## src/rtl/irfir_pkg.sv

```systemverilog
package irfir_pkg;

    typedef enum logic [2:0] {
        PH_IDLE,
        PH_PRE,
        PH_STA,
        PH_DATA,
        PH_STO,
        PH_SIP
    } phase_e;

    typedef enum logic [1:0] {
        FL_PRE,
        FL_STA,
        FL_STO
    } flag_e;

    localparam int PRE_WORD_LEN = 16;
    localparam int FLAG_LEN     = 32;

    // leftmost (MSB) chip is transmitted first
    localparam logic [PRE_WORD_LEN-1:0] PRE_WORD = 16'b1000_0000_1010_1000;
    localparam logic [FLAG_LEN-1:0]     STA_WORD = 32'b0000_1100_0000_1100_0110_0000_0110_0000;
    localparam logic [FLAG_LEN-1:0]     STO_WORD = 32'b0000_1100_0000_1100_0000_0110_0000_0110;

endpackage

```

## src/rtl/irfir_flag_rom.sv

```systemverilog
module irfir_flag_rom
    import irfir_pkg::*;
(
    input  flag_e      sel_i,
    input  logic [4:0] idx_i,
    output logic       chip_o
);

    logic [3:0] pre_bit;
    logic [4:0] flg_bit;

    always_comb begin
        pre_bit = 4'd15 - idx_i[3:0];
        flg_bit = 5'd31 - idx_i;
        case (sel_i)
            FL_PRE:  chip_o = PRE_WORD[pre_bit];
            FL_STA:  chip_o = STA_WORD[flg_bit];
            default: chip_o = STO_WORD[flg_bit];
        endcase
    end

endmodule

```

## src/rtl/irfir_ppm_map.sv

```systemverilog
module irfir_ppm_map #(
    parameter int DATA_W = 8
) (
    input  logic [DATA_W-1:0]             byte_i,
    input  logic [$clog2(DATA_W*2)-1:0]   pos_i,
    output logic                          chip_o
);

    localparam int POS_W  = $clog2(DATA_W*2);
    localparam int SYMS   = DATA_W / 2;
    localparam int SYM_IW = POS_W - 2;

    logic [1:0] sym;

    always_comb begin
        sym = 2'b00;
        for (int k = 0; k < SYMS; k++) begin
            if (pos_i[POS_W-1:2] == SYM_IW'(k)) begin
                sym = byte_i[2*k +: 2];
            end
        end
        chip_o = (pos_i[1:0] == sym);
    end

endmodule

```

## src/rtl/irfir_chip_tx.sv

```systemverilog
module irfir_chip_tx
    import irfir_pkg::*;
#(
    parameter int DATA_W   = 8,
    parameter int PRE_REPS = 16,
    parameter int SIP_W    = 8
) (
    input  logic              clk,
    input  logic              rst_n,
    input  logic              enable,
    input  logic              chip_en,
    input  logic              in_valid,
    output logic              in_ready,
    input  logic [DATA_W-1:0] in_data,
    input  logic              in_last,
    input  logic              sip_enable,
    input  logic              sip_req,
    input  logic [SIP_W-1:0]  sip_chips,
    output logic              tx_chip,
    output logic              busy
);

    localparam int PRE_TOTAL  = PRE_REPS * PRE_WORD_LEN;
    localparam int BYTE_CHIPS = DATA_W * 2;
    localparam int POS_W      = $clog2(BYTE_CHIPS);
    localparam int W_A        = $clog2(PRE_TOTAL);
    localparam int W_B        = (W_A > SIP_W) ? W_A : SIP_W;
    localparam int W_C        = (W_B > POS_W) ? W_B : POS_W;
    localparam int CNT_W      = (W_C > 5) ? W_C : 5;

    typedef struct packed {
        phase_e             phase;
        logic [CNT_W-1:0]   cnt;
        logic [DATA_W-1:0]  byte_v;
        logic               last;
        logic               tx;
    } regs_t;

    regs_t r_d, r_q;

    flag_e             flag_sel;
    logic              flag_chip;
    logic [DATA_W-1:0] ppm_byte;
    logic              ppm_chip;
    logic              first_slot;

    assign first_slot = (r_q.cnt == '0);
    assign ppm_byte   = first_slot ? in_data : r_q.byte_v;

    always_comb begin
        case (r_q.phase)
            PH_PRE:  flag_sel = FL_PRE;
            PH_STA:  flag_sel = FL_STA;
            default: flag_sel = FL_STO;
        endcase
    end

    irfir_flag_rom u_flag (
        .sel_i  (flag_sel),
        .idx_i  (r_q.cnt[4:0]),
        .chip_o (flag_chip)
    );

    irfir_ppm_map #(.DATA_W(DATA_W)) u_ppm (
        .byte_i (ppm_byte),
        .pos_i  (r_q.cnt[POS_W-1:0]),
        .chip_o (ppm_chip)
    );

    always_comb begin
        r_d      = r_q;
        in_ready = 1'b0;
        if (!enable) begin
            r_d = '0;
        end else begin
            case (r_q.phase)
                PH_IDLE: begin
                    r_d.tx  = 1'b0;
                    r_d.cnt = '0;
                    if (in_valid) begin
                        r_d.phase = PH_PRE;
                    end else if (sip_enable && sip_req) begin
                        r_d.phase = PH_SIP;
                    end
                end
                PH_PRE: begin
                    if (chip_en) begin
                        r_d.tx = flag_chip;
                        if (r_q.cnt == CNT_W'(PRE_TOTAL - 1)) begin
                            r_d.phase = PH_STA;
                            r_d.cnt   = '0;
                        end else begin
                            r_d.cnt = r_q.cnt + CNT_W'(1);
                        end
                    end
                end
                PH_STA: begin
                    if (chip_en) begin
                        r_d.tx = flag_chip;
                        if (r_q.cnt == CNT_W'(FLAG_LEN - 1)) begin
                            r_d.phase = PH_DATA;
                            r_d.cnt   = '0;
                        end else begin
                            r_d.cnt = r_q.cnt + CNT_W'(1);
                        end
                    end
                end
                PH_DATA: begin
                    if (chip_en) begin
                        if (first_slot) begin
                            in_ready = 1'b1;
                            r_d.cnt  = CNT_W'(1);
                            if (in_valid) begin
                                r_d.byte_v = in_data;
                                r_d.last   = in_last;
                                r_d.tx     = ppm_chip;
                            end else begin
                                // underrun: stop flag takes this slot
                                r_d.tx    = flag_chip;
                                r_d.phase = PH_STO;
                            end
                        end else begin
                            r_d.tx = ppm_chip;
                            if (r_q.cnt == CNT_W'(BYTE_CHIPS - 1)) begin
                                r_d.cnt = '0;
                                if (r_q.last) begin
                                    r_d.phase = PH_STO;
                                end
                            end else begin
                                r_d.cnt = r_q.cnt + CNT_W'(1);
                            end
                        end
                    end
                end
                PH_STO: begin
                    if (chip_en) begin
                        r_d.tx = flag_chip;
                        if (r_q.cnt == CNT_W'(FLAG_LEN - 1)) begin
                            r_d.phase = PH_IDLE;
                            r_d.cnt   = '0;
                            r_d.last  = 1'b0;
                        end else begin
                            r_d.cnt = r_q.cnt + CNT_W'(1);
                        end
                    end
                end
                PH_SIP: begin
                    if (chip_en) begin
                        if (r_q.cnt < CNT_W'(sip_chips)) begin
                            r_d.tx  = 1'b1;
                            r_d.cnt = r_q.cnt + CNT_W'(1);
                        end else begin
                            r_d.tx    = 1'b0;
                            r_d.cnt   = '0;
                            r_d.phase = PH_IDLE;
                        end
                    end
                end
                default: r_d = '0;
            endcase
        end
    end

    always_ff @(posedge clk) begin
        if (!rst_n) begin
            r_q <= '0;
        end else begin
            r_q <= r_d;
        end
    end

    assign tx_chip = r_q.tx;
    assign busy    = (r_q.phase != PH_IDLE);

endmodule

```

## config.mk

```make
export PLATFORM = sky130hd
export DESIGN_NAME = irfir_chip_tx
export DESIGN_NICKNAME = d
export VERILOG_FILES = /design/src/rtl/irfir_pkg.sv /design/src/rtl/irfir_flag_rom.sv /design/src/rtl/irfir_ppm_map.sv /design/src/rtl/irfir_chip_tx.sv
export SDC_FILE = /design/constraint.sdc
export NUM_CORES = 1
export LEC_CHECK = 0
export CAP_MARGIN = 5
export CORE_AREA = 10 10 73 75
export CTS_BUF_LIST = sky130_fd_sc_hd__clkbuf_8 sky130_fd_sc_hd__clkbuf_16
export DETAILED_ROUTE_END_ITERATION = 12
export DIE_AREA = 0 0 83 85
export DONT_BUFFER_PORTS = 1
export GPL_TIMING_DRIVEN = 1
export SYNTH_ARGS = -nofsm -noshare
export SYNTH_HDL_FRONTEND = slang
export SYNTH_SLANG_ARGS = --single-unit
```

## constraint.sdc

```tcl
create_clock -name clk -period 2 [get_ports clk]
set_input_delay 0.3 -clock clk [delete_from_list [all_inputs] [get_ports clk]]
set_output_delay 0.3 -clock clk [all_outputs]
set_load 0.02 [all_outputs]
```

# After elaboration in Yosys (flattened, before gate mapping)
# Memory sizes are Yosys's and may differ from the RTL's.
# Cells that the tools add are included.
# Widths: inputs -> output; s select.
dict set report word_totals {
  reg_bits 21
  latch_bits 0
  ramBits 0
  mem_bits_ro 80
  elab_cells 106
  mem_count 3
}
dict set report classes {
  n_addsub 3
  multipliers 0
  div_mod_pow 0
  order_cmp 3
  eq_ne 29
  shift 0
  mux 46
  bitwise_logic 2
  n_reduce_logical 15
}
# memory words word_bits read_ports rd_ports_with_merged_regs write_ports line
set memory_table {}
lappend memory_table {{(no name shown)} 32 1 1 0 0 irfir_flag_rom.sv:18} ;# default: chip_o = STO_WORD[flg_bit];
lappend memory_table {{(no name shown)} 32 1 1 0 0 irfir_flag_rom.sv:17} ;# FL_STA: chip_o = STA_WORD[flg_bit];
lappend memory_table {{(no name shown)} 16 1 1 0 0 irfir_flag_rom.sv:16} ;# FL_PRE: chip_o = PRE_WORD[pre_bit];
# cell count
set ops {}
lappend ops {{$pmux 11 s6} 1}
lappend ops {{$mux 11} 5}
lappend ops {{$mux 8} 5}
lappend ops {{$mux 3} 9}
lappend ops {{$ne 2x2->1 const B} 11}
lappend ops {{$mux 21} 1}
lappend ops {{$mux 9} 2}
lappend ops {{$pmux 8 s2} 1}
lappend ops {{$mux 1} 13}
lappend ops {{$reduce_and 13->1} 1}
lappend ops {{$ne 3x3->1 const B} 4}
lappend ops {{$mux 2} 5}
lappend ops {{$add 8x1->8 const B} 1}
lappend ops {{$eq 8x4->1 const B} 1}
lappend ops {{$eq 8x5->1 const B} 1}
lappend ops {{$eq 8x8->1 const B} 1}
lappend ops {{$logic_not 8->1} 1}
lappend ops {{$lt 8x8->1} 1}
lappend ops {{$reduce_and 4->1} 2}
lappend ops {{$eq 3x2->1 const B} 2}
lappend ops {{$eq 3x3->1 const B} 2}
lappend ops {{$lt 5x6->1 const B} 1}
lappend ops {{$reduce_and 6->1} 1}
lappend ops {{$lt 4x5->1 const B} 1}
lappend ops {{other kinds (21)} 25}

# Depth between registers and ports, before layout
dict set report logic_depth {
  depth_word 11
  mapped_depth 9
}

# Cells and area by module
# A second synthesis with hierarchy kept.
dict set report hier_totals {
  cells_unflattened 225
  hier_area_um2 1744.2
}
# mod n_inst cells_each area_per_inst_um2 seq_area_each_um2
set modules_own_cells {}
lappend modules_own_cells {irfir_chip_tx 1 205 1574.0 420.4}
lappend modules_own_cells {irfir_flag_rom 1 15 103.8 0.0}
lappend modules_own_cells {irfir_ppm_map 1 5 66.3 0.0}

# Worst setup path before layout
# Ideal clock, no wire load.
dict set report synth_timing {
  path_type {register -> register}
  from {register r_q[16] in the netlist's numbering}
  to {register r_q[15] in the netlist's numbering}
  t_arrival_ps 1904
  required_ps 1878
  path_slack_ps -26
  stages_incl_launch_ff 8
  path_cell_list {dfxtp_1 ha_1 and4_1 o21ai_0 o211ai_1 a31oi_4 and3_1 a221o_1}
}
dict set report synth_via {
  elab_chain_len 5
}
# item line
set synth_lines {}
lappend synth_lines {{start, declared} irfir_chip_tx.sv:39} ;# regs_t r_d, r_q;
lappend synth_lines {{start signal, assigned} irfir_chip_tx.sv:168} ;# r_q <= r_d;
lappend synth_lines {{parallel branches: the longest is 4 deep, another holds $lt 8x8->1} -}
lappend synth_lines {{$pmux 11 s6 *} irfir_chip_tx.sv:76} ;# case (r_q.phase)
# Mark *: on every way between the ends. The select of a mux whose other input is x is not followed.
# A chain may end at the register's enable or synchronous reset.

# Final worst setup path
dict set report layout_timing {
  from {register r_q[15] in the netlist's numbering}
  to {output port in_ready}
}
dict set report layout_via {
  elab_chain_len 5
}
# item line
set layout_lines {}
lappend layout_lines {{$logic_not 8->1} irfir_chip_tx.sv:47} ;# assign first_slot = (r_q.cnt == '0);
lappend layout_lines {{$mux 1} irfir_chip_tx.sv:110} ;# if (first_slot) begin
lappend layout_lines {{$mux 1} irfir_chip_tx.sv:109} ;# if (chip_en) begin
lappend layout_lines {{$mux 1} irfir_chip_tx.sv:76}
lappend layout_lines {{$mux 1} irfir_chip_tx.sv:73} ;# if (!enable) begin
lappend layout_lines {{end, declared} irfir_chip_tx.sv:13} ;# output logic in_ready,
# No other way between the ends.

==> out/qor.csv <==
metric,value,unit
outcome,completed,
drt wl/cell,15.5,um
mean area per synthesized cell,7.78,um^2
TritonRoute pass-1 iters,4,
H-tree depth,1,
worst-skew pair later-pin latency,0.27,ns
DIE WIDTH,83,um
fin crit share,97.7,%
Core ar.,3910,um^2
Synth top area share,24.4,%
slowest CP cell,dfxtp_2,
Synth area leader,dfxtp_1,
asr flop ratio synth,0,%
Final TNS setup,0,ns
clock root cell,clkbuf_8,
DP Wirelength,3420,um
Synth-to-Final Area Change,27.4,%
P_leak,0.902,nW
Fmax,0.512,GHz
Synth Register Bits,21,
Slew @ Worst Pin,0.700,ns
post-synth cell types,54,
Cell Rows,23,
Clock Skews,0.00839,ns
Hold Crit Class,primary input to register,
GP Congestion,0.842,
vias in the first global route,1721,
most frequent cells in the layout,"buf_4 (36), nand2_1 (20), nor2_1 (19)",
# diodes,0,
Num Clock Sinks,21,
"Top FF cell, synth",dfxtp_1,
Critical Path RT,1.70,ns
Area contributors post-synth,"dfxtp_1 (24%), ha_1 (6.5%), a21oi_1 (4.7%)",
DR iter-0 viols,50,
CTS buffer count,3,
RSZ-0062 raised after global routing,yes,
pwr dens,591,nW/um^2
GRT overflow,0,
final setup fails,0,
Max Transition Viols Final,0,
via/cell ratio,5.63,
CP Cell Sequence,"buf_6, nor4_4, buf_4, and2_4, and4_4",
slack of the critical path,0.0468,ns
full die area,7060,um^2
DIE HEIGHT,85,um
max_cap viols,0,
Syn Inst Count,221,
# hold bufs at CTS,0,
I/O pin count,27,
Final Power,1.29,mW
FILL cells,404,
worst vdd ir,0.364,mV
Antenna Nets Post-Route,0,
Critical Path AT,1.65,ns
normalized max-slew margin,53.1,%
first-pass GRT wire length,7820,um
GRT Total Usage,12.9,%
Bufs on Longest Clock Path,2,
CP max stage delay,0.34,ns
fin nets,287,
crit path capture type,output port,
largest net degree at the start of global routing,16,
Post-Route WL,4700,um
share of cells above drive strength 1,34.4,%
worst-path maximum fanout,5,
Worst setup SP type,register,
CTS tree,done,
total number of vias,1706,
DRC,0,
final hold vios,0,
"commonest non-fill, non-tap cell in the layout",buf_4,
Mapped Area,1720,um^2
YS warnings,0,
initial antenna violation count,0,
"Seq/Total Area, Yosys",24.4,%
Synth Net Count,254,
Period minus WS final,1.95,ns
"EDFF count, synth",0,
"Clk pin slew, worst setup/hold paths",0.09,ns
IO Port Bufs,0,
Initial Util,44.0,%
WS Path Type,register to output port,
pre-CTS WS,-0.112,ns
critical path, delay by kind of cell, from the launching register on:
family / cells / cell delay, ns
buffers and inverters: 2 / 0.32
DFF: 1 / 0.34
and+or+nand+nor: 3 / 0.73
area by class of cell:
| type | count | area (um^2) | share of cell area, % |
|---|---|---|---|
| inverter | 14 | 52.6 | 2.40 |
| clock inverter | 1 | 5.00 | 0.228 |
| sequential | 21 | 433 | 19.7 |
| tap | 50 | 62.6 | 2.85 |
| clock buffer | 3 | 41.3 | 1.88 |
| timing repair buffer | 41 | 327 | 14.9 |
| multi-input combinational | 173 | 1270 | 58.0 |
registers in the layout, indices dropped and copies added (netlist names):
| name | cells |
|---|---|
| tx_chip | 1 |
| r_q | 20 |
routing by layer:
layer  vias to the layer above  wire, um  GRT usage (%)  share of wire (%)
li1                        873         -              -                  -
met1                       791      2080           15.0                 44
met2                        35      2260           22.0                 48
met3                         7       286           4.40                6.1
met4                         0        68           3.87                1.4
met5                         -         0              0                  0
report_power, final:
group | switching, mW | internal [mW] | total, mW
Clock | 0.162 | 0.139 | 0.302
Sequential | 0.0341 | 0.440 | 0.474
Combinational | 0.253 | 0.266 | 0.519
cell families after synthesis:
family | synth area share [%]
AND/OR/NAND/NOR | 30.8
AO/OA/AOI/OAI | 25.7
buffers and inverters | 8.73
flip-flops | 24.4
adder cells (fa/ha/maj) | 6.55
multiplexers | 2.33
XOR/XNOR | 1.53
timing repair:
action                                  CTS  global route
gates cloned                              0             0
hold endpoints to repair                  0             0
gates resized for setup                   4            38
setup buffers                             2            11
pin swaps                                 1            19
endpoints found under the setup margin    7            21
worst paths after layout:
| check | slack, ns | to | cells past startpoint | startpoint |
|---|---|---|---|---|
| hold / removal | 0.17 | r_q[3]$_SDFFE_PN0P_ | 2 | in_data[1] |
| hold reg to reg | 0.52 | r_q[6]$_SDFFE_PN0P_ | 2 | r_q[6]$_SDFFE_PN0P_ |
| setup reg to reg | 0.07 | tx_chip$_SDFFE_PN0P_ | 8 | r_q[15]$_SDFFE_PN0P_ |
| setup / recovery | 0.05 | in_ready | 5 | r_q[15]$_SDFFE_PN0P_ |
stage by stage:
step / cells / hold slack (ns) / cell area (um^2) / utilization [%]
after floorplan: 221 / 0.448 / 1720 / -
after global placement: 286 / 0.451 / 1900 / 48.4
after detailed placement: 286 / 0.458 / 1900 / 48.4
after CTS: 292 / 0.173 / 1970 / 50.2
after global routing: 303 / 0.178 / 2190 / 56.0
final: 303 / 0.166 / 2190 / 56.0
cells in the mapped netlist (all sizes together) (2+ instances only):
library cell and n:
a21oi 16, o2111ai 2, nand2 22, a31oi 3
a22o 2, a22oi 8, o211ai 3, nand4 5
and3 6, clkbuf 3, nor3 5, and4 4
dfxtp 21, mux2i 4, a311oi 2, nand3 11
nor2 20, nand2b 4, xnor2 3, o21ai 14
ha 9, inv 14, nor3b 5, nor2b 2
nor4 2, and2 5, buf 10, a211o 2
(Power assumes the default switching activity.)
